==> config.mk <==
export PLATFORM = sky130hd
export DESIGN_NAME = pw_page_commit
export DESIGN_NICKNAME = d
export VERILOG_FILES = /design/src/rtl/pw_pkg.sv /design/src/rtl/pw_page_buf.sv /design/src/rtl/pw_cycle_timer.sv /design/src/rtl/pw_array.sv /design/src/rtl/pw_page_commit.sv
export SDC_FILE = /design/constraint.sdc
export NUM_CORES = 2
export LEC_CHECK = 0
export BUFFER_PORTS_ARGS = -buffer_cell sky130_fd_sc_hd__buf_2
export CAP_MARGIN = 20
export CORE_ASPECT_RATIO = 1.75
export CORE_MARGIN = 3
export CORE_UTILIZATION = 55
export CTS_BUF_LIST = sky130_fd_sc_hd__clkbuf_4 sky130_fd_sc_hd__clkbuf_8
export CTS_CLUSTER_SIZE = 30
export DETAILED_ROUTE_END_ITERATION = 16
export MAX_ROUTING_LAYER = met4
export PLACE_DENSITY = 0.73
export SKIP_LAST_GASP = 1
export SLEW_MARGIN = 20
export SYNTH_ARGS = -nofsm -noshare
export SYNTH_HDL_FRONTEND = slang
export SYNTH_HIERARCHICAL = 1
export SYNTH_SLANG_ARGS = --single-unit
==> constraint.sdc <==
create_clock -name clk -period 3.1 [get_ports clk]
set_input_delay 0.62 -clock clk [delete_from_list [all_inputs] [get_ports clk]]
set_output_delay 0.62 -clock clk [all_outputs]
set_load 0.02 [all_outputs]
==> src/rtl/pw_pkg.sv <==
package pw_pkg;
  typedef enum logic [1:0] {
    PW_IDLE  = 2'd0,
    PW_WAIT  = 2'd1,
    PW_FLUSH = 2'd2
  } pw_state_e;

  typedef logic [7:0] pw_byte_t;
endpackage

==> src/rtl/pw_page_buf.sv <==
module pw_page_buf #(
  parameter int ADDR_W = 8,
  parameter int PAGE_W = 3
) (
  input  logic                     clk,
  input  logic                     rst,
  input  logic                     load,
  input  logic [ADDR_W-1:0]        load_addr,
  input  logic                     wr,
  input  pw_pkg::pw_byte_t         wr_data,
  input  logic                     clear,
  input  logic [PAGE_W-1:0]        rd_idx,
  output pw_pkg::pw_byte_t         rd_byte,
  output logic [ADDR_W-PAGE_W-1:0] page_base,
  output logic [(1<<PAGE_W)-1:0]   mask
);
  localparam int SLOTS  = 1 << PAGE_W;
  localparam int BASE_W = ADDR_W - PAGE_W;

  logic [PAGE_W-1:0] ofs_q;
  logic [BASE_W-1:0] base_q;
  pw_pkg::pw_byte_t  slot_q [SLOTS];

  // Slot pointer steps only in the low bits; the page base holds.
  always_ff @(posedge clk) begin
    if (rst) begin
      ofs_q  <= '0;
      base_q <= '0;
    end else if (load) begin
      ofs_q  <= load_addr[PAGE_W-1:0];
      base_q <= load_addr[ADDR_W-1:PAGE_W];
    end else if (wr) begin
      ofs_q  <= ofs_q + 1'b1;
    end
  end

  for (genvar g = 0; g < SLOTS; g++) begin : g_slot
    always_ff @(posedge clk) begin
      if (wr && ofs_q == PAGE_W'(g)) slot_q[g] <= wr_data;
    end
    always_ff @(posedge clk) begin
      if (rst || clear || load)          mask[g] <= 1'b0;
      else if (wr && ofs_q == PAGE_W'(g)) mask[g] <= 1'b1;
    end
  end

  assign rd_byte   = slot_q[rd_idx];
  assign page_base = base_q;

  // page base moves only on an address load
  p_base_hold_r2: assert property (@(posedge clk) disable iff (rst)
    !load |=> $stable(base_q));
endmodule

==> src/rtl/pw_cycle_timer.sv <==
module pw_cycle_timer #(
  parameter int WR_CYCLES = 500000
) (
  input  logic clk,
  input  logic rst,
  input  logic start,
  output logic done
);
  localparam int CNT_W = $clog2(WR_CYCLES + 1);
  localparam logic [CNT_W-1:0] LAST = CNT_W'(WR_CYCLES - 1);

  logic [CNT_W-1:0] cnt_q;
  logic             run_q;

  always_ff @(posedge clk) begin
    if (rst) begin
      cnt_q <= '0;
      run_q <= 1'b0;
    end else if (start) begin
      cnt_q <= '0;
      run_q <= 1'b1;
    end else if (run_q) begin
      if (cnt_q == LAST) run_q <= 1'b0;
      cnt_q <= cnt_q + 1'b1;
    end
  end

  assign done = run_q && (cnt_q == LAST);

  // the count never passes the interval length
  p_count_bound_r8: assert property (@(posedge clk) disable iff (rst)
    run_q |-> cnt_q <= LAST);
endmodule

==> src/rtl/pw_array.sv <==
module pw_array #(
  parameter int ADDR_W = 8
) (
  input  logic              clk,
  input  logic              we,
  input  logic [ADDR_W-1:0] waddr,
  input  pw_pkg::pw_byte_t  wdata,
  input  logic [ADDR_W-1:0] raddr,
  output pw_pkg::pw_byte_t  rdata
);
  localparam int DEPTH = 1 << ADDR_W;

  pw_pkg::pw_byte_t mem [DEPTH];

  initial begin
    for (int i = 0; i < DEPTH; i++) mem[i] = 8'hFF;
  end

  always_ff @(posedge clk) begin
    if (we) mem[waddr] <= wdata;
    rdata <= mem[raddr];
  end
endmodule

==> src/rtl/pw_page_commit.sv <==
module pw_page_commit #(
  parameter int ADDR_W    = 8,
  parameter int PAGE_W    = 3,
  parameter int WR_CYCLES = 500000
) (
  input  logic              clk,
  input  logic              rst,
  input  logic              addr_vld,
  input  logic [ADDR_W-1:0] addr_in,
  input  logic              byte_vld,
  input  logic [7:0]        byte_in,
  input  logic              stop_evt,
  input  logic              rstart_evt,
  input  logic              wp_in,
  input  logic [ADDR_W-1:0] rd_addr,
  output logic              busy,
  output logic [7:0]        rd_data
);
  import pw_pkg::*;

  localparam int SLOTS  = 1 << PAGE_W;
  localparam int BASE_W = ADDR_W - PAGE_W;

  pw_state_e          state_q;
  logic [PAGE_W-1:0]  idx_q;
  logic [BASE_W-1:0]  page_base;
  logic [SLOTS-1:0]   mask;
  pw_byte_t           slot_byte;
  logic               tmr_done;

  logic accept, ld, wr, go, drop, flush_last, buf_clear, arr_we;

  assign accept     = (state_q == PW_IDLE);
  assign ld         = accept && addr_vld;
  assign wr         = accept && byte_vld;
  assign go         = accept && stop_evt && (|mask) && !wp_in;
  assign drop       = accept && (rstart_evt || (stop_evt && wp_in));
  assign flush_last = (state_q == PW_FLUSH) && (idx_q == PAGE_W'(SLOTS - 1));
  assign buf_clear  = drop || flush_last;
  assign arr_we     = (state_q == PW_FLUSH) && mask[idx_q];

  pw_page_buf #(.ADDR_W(ADDR_W), .PAGE_W(PAGE_W)) u_buf (
    .clk       (clk),
    .rst       (rst),
    .load      (ld),
    .load_addr (addr_in),
    .wr        (wr),
    .wr_data   (byte_in),
    .clear     (buf_clear),
    .rd_idx    (idx_q),
    .rd_byte   (slot_byte),
    .page_base (page_base),
    .mask      (mask)
  );

  pw_cycle_timer #(.WR_CYCLES(WR_CYCLES)) u_tmr (
    .clk   (clk),
    .rst   (rst),
    .start (go),
    .done  (tmr_done)
  );

  pw_array #(.ADDR_W(ADDR_W)) u_arr (
    .clk   (clk),
    .we    (arr_we),
    .waddr ({page_base, idx_q}),
    .wdata (slot_byte),
    .raddr (rd_addr),
    .rdata (rd_data)
  );

  always_ff @(posedge clk) begin
    if (rst) begin
      state_q <= PW_IDLE;
      idx_q   <= '0;
      busy    <= 1'b0;
    end else begin
      case (state_q)
        PW_IDLE: if (go) begin
          state_q <= PW_WAIT;
          busy    <= 1'b1;
        end
        PW_WAIT: if (tmr_done) begin
          state_q <= PW_FLUSH;
          idx_q   <= '0;
        end
        PW_FLUSH: begin
          idx_q <= idx_q + 1'b1;
          if (flush_last) begin
            state_q <= PW_IDLE;
            busy    <= 1'b0;
          end
        end
        default: state_q <= PW_IDLE;
      endcase
    end
  end

  // an accepted unprotected stop with data raises busy next clock
  p_busy_after_stop_r8: assert property (@(posedge clk) disable iff (rst)
    (!busy && stop_evt && (|mask) && !wp_in) |=> busy);

  // a protected stop never starts a busy period
  p_wp_nobusy_r6: assert property (@(posedge clk) disable iff (rst)
    (!busy && stop_evt && wp_in) |=> !busy);

  // the array is written only inside the busy period
  p_write_only_busy_r8: assert property (@(posedge clk) disable iff (rst)
    arr_we |-> busy);

  // the collected slots are frozen while a cycle runs
  p_mask_frozen_r9: assert property (@(posedge clk) disable iff (rst)
    (busy && !flush_last) |=> $stable(mask));

  // nothing is left pending once a commit finishes
  p_clear_after_commit_r5: assert property (@(posedge clk) disable iff (rst)
    $fell(busy) |-> (mask == '0));
endmodule

==> qor.yml <==
run_status: "finished clean"
comb_power_share_pct: 5.8
vias_per_cell: 6.35
numClockSinks: 2162
peakVddDrop_mv: 0.328
drive_gt1_share_pct: 30.1
nets: 4666
core_um2: 152000
finalMaxSlewViolations: 0
grt_first_pass_wirelength_um: 305000
area_delta_synth_final_pct: 13.9
met2_usage_pct: 46.9
p_seq_share_pct: 57.2
grt_usage_pct: 27.7
grt_max_degree: 157
drc: 0
yosys.cell_types.count: 74
end_kind: "flip-flop"
hold_class: "input port to flip-flop"
fin_crit_ns: 3.07
die_w_um: 302
rsz0062_at_grt: "true"
die_area_um2: 158000
setup_viol: 0
crit_required_ns: 3.61
grt_use_met3_pct: 4.38
timing.slew.headroom_pct: 13.7
ys_async_sr_fraction_pct: 0
start_util_pct: 55.5
ctsHtreeMaxLevel: 5
yosysSeqAreaShare_pct: 76.6
clock.fmax_ghz: 0.326
intPower_w: 0.0442
synth-seq-cells: 2162
syn-num-nets: 4091
power_w: 0.0565
cp_max_fo: 19
grt-busiest-layer: "met2"
firstDrtPassIters: 6
cts_buffers: 296
first_global_vias: 45200
hold_violations: 0
final_cell_area_um2: 95800
met1_usage_pct: 31.8
timing.critical_path.from_type: "flip-flop"
maxCapViolations: 0
cts_buffer_depth: 4
critPathKind: "flip-flop to flip-flop"
grt_antenna_before_repair: 5
cts.reportedPaths.clkPinSlew_ns: 0.07
cp_data_arrival_time_ns: 3.58
fill_cells: 9931
grt_overflow: 0
wl_per_cell_um: 30.5
dpl-instance-area_um2: 89900
netlist_area_um2: 84100
ys_warn_count: 6
io_pins: 40
num_rows: 189
clock_skew_ns: 0.105
die_y_um: 523
period_share_pct: 99.1
cts_root_buf: "clkbuf_8"
yosysTopAreaCell: "edfxtp_1"
synth_ff_type: "edfxtp_1"
synth_edf_count: 2112
clockPowerShare_pct: 37.0
worstMarginPinSlew_ns: 1.28
p_per_area_nw_per_um2: 590
synth_area_leaders: "edfxtp_1 75%, mux4_2 12%, mux2i_1 1.7%"
via_count: 43500
gp_congestion: 0.904
portBuffers: 39
drtIter0Drc: 5176
ant_nets: 0
synth_cells: 4051
hold_ws_ns: 0.142
tritoncts: "yes"
hpwl_um: 138000
routed_wl_um: 209000
syn_area_per_cell_um2: 20.7
synth_top_cell_area_share_pct: 75.5
clk_latency_ns: 0.94
power_switching_w: 0.0123
switching_share_pct: 21.8
p_leak_nw: 30.8
[kinds of logic after synthesis]
kind of cell / share of synthesized area [%]
multiplexers: 14.6
flip-flops: 76.6
AO/OA/AOI/OAI: 3.44
buffers and inverters: 1.87
XOR/XNOR: 0.125
adder cells (fa/ha/maj): 0.134
AND/OR/NAND/NOR: 3.17
[final cells by class]
class                      count  area [µm²]  area share, %
antenna                        5        12.5         0.0131
inverter                       8        30.0         0.0314
multi-input combinational   1632       18300           19.1
clock inverter               125         774          0.809
tap                         2005        2510           2.62
timing repair buffer         526        4920           5.14
sequential                  2162       64400           67.3
clock buffer                 390        4810           5.02
[cell usage in the layout, fill, tap and decap left out, types with 9 or more instances in the layout]
master and instances:
and2_1 12, mux2i_1 146, buf_12 79, buf_4 385, nand3_1 38, o211ai_1 10, edfxtp_1 2112, o21ai_0 16
clkinv_1 70, o22ai_1 28, buf_2 36, nor2b_1 31, a221oi_1 13, a22oi_1 133, clkbuf_4 89, nand4_1 17
nor4_1 28, a21oi_1 111, nand2_1 40, ha_1 9, nand2b_1 10, clkinv_2 30, nor2_1 302, mux4_2 456
a211oi_1 17, nor3_1 23, nor2_2 13, o221ai_1 46, dlygate4sd3_1 24, mux4_1 17, clkbuf_8 301, dfxtp_1 50
[routing by layer]
metal	wire, µm	vias up
li1	-	18000
met1	68600	22500
met2	110000	2347
met3	16600	588
met4	13200	0
met5	0	-
[critical path: stages, from the launching register on]
cell and delay [ns]:
dfxtp_1 0.52, buf_12 0.22, nor2b_1 0.51, nand3_1 0.36, buf_4 0.34, nor2_1 0.70
[synth_stat cells, drive strengths merged, types with 6 or more instances]
| cell | instances |
|---|---|
| nand3 | 38 |
| nor3 | 23 |
| mux2i | 146 |
| ha | 9 |
| edfxtp | 2112 |
| a221oi | 14 |
| nand4 | 19 |
| and2 | 13 |
| xor2 | 6 |
| o22ai | 28 |
| buf | 129 |
| nand2 | 40 |
| a211oi | 17 |
| nor2 | 318 |
| o211ai | 10 |
| clkbuf | 120 |
| nand2b | 10 |
| a21oi | 111 |
| nor2b | 34 |
| o221ai | 47 |
| nor4 | 32 |
| mux4 | 473 |
| xnor2 | 6 |
| a22o | 8 |
| dfxtp | 50 |
| a22oi | 133 |
| o21ai | 19 |
| inv | 7 |
| mux2 | 10 |
| or3 | 8 |
[path summary, 6_finish.rpt]
path                                       from                 to  slack [ns]  cells past startpoint
worst max-delay path                   idx_q[0]  u_arr/mem[233][7]        0.03                      5
worst min-delay path                      wp_in         state_q[0]        0.14                      4
worst max register to register         idx_q[0]  u_arr/mem[233][7]        0.03                      5
worst min register to register  u_tmr/cnt_q[18]    u_tmr/cnt_q[18]        0.49                      2
[power groups by stage]
| stage | Clock [W] | Combinational, W | Sequential (W) |
|---|---|---|---|
| 2_1_floorplan | 0 | 0.00178 | 0.0330 |
| 3_3_place_gp | 0 | 0.00316 | 0.0330 |
| 3_5_place_dp | 0 | 0.00323 | 0.0330 |
| 4_1_cts | 0.0213 | 0.00326 | 0.0323 |
| 5_1_grt | 0.0226 | 0.00341 | 0.0323 |
| 6_report | 0.0209 | 0.00327 | 0.0323 |
[registers in the layout, indices dropped and copies added, names as in the netlist]
register         flops
idx_q                3
u_tmr/run_q          1
u_buf/mask           8
u_arr/rdata          8
u_buf/slot_q        64
busy                 1
u_tmr/cnt_q         19
u_arr/mem         2048
state_q              2
u_buf/ofs_q          3
u_buf/page_base      5
[stage by stage]
stage | utilization (%) | setup TNS, ns | setup slack (ns) | instances
after floorplan | - | -610.71 | -0.341 | 4051
after global placement | 59.3 | -3.55 | -0.869 | 6309
after detailed placement | 59.3 | -3.45 | -0.782 | 6309
after CTS | 63.1 | 0 | 0.0169 | 6848
after global routing | 63.2 | -1.19 | -0.0521 | 6853
final | 63.2 | 0 | 0.0290 | 6853
[timing repair]
item,CTS,global route
endpoints found under the setup margin,7,111
hold endpoints to repair,74,0
hold buffers,24,0
gates resized for setup,1,12
setup buffers,0,0
No activity file was read; power rests on OpenSTA's default activity.
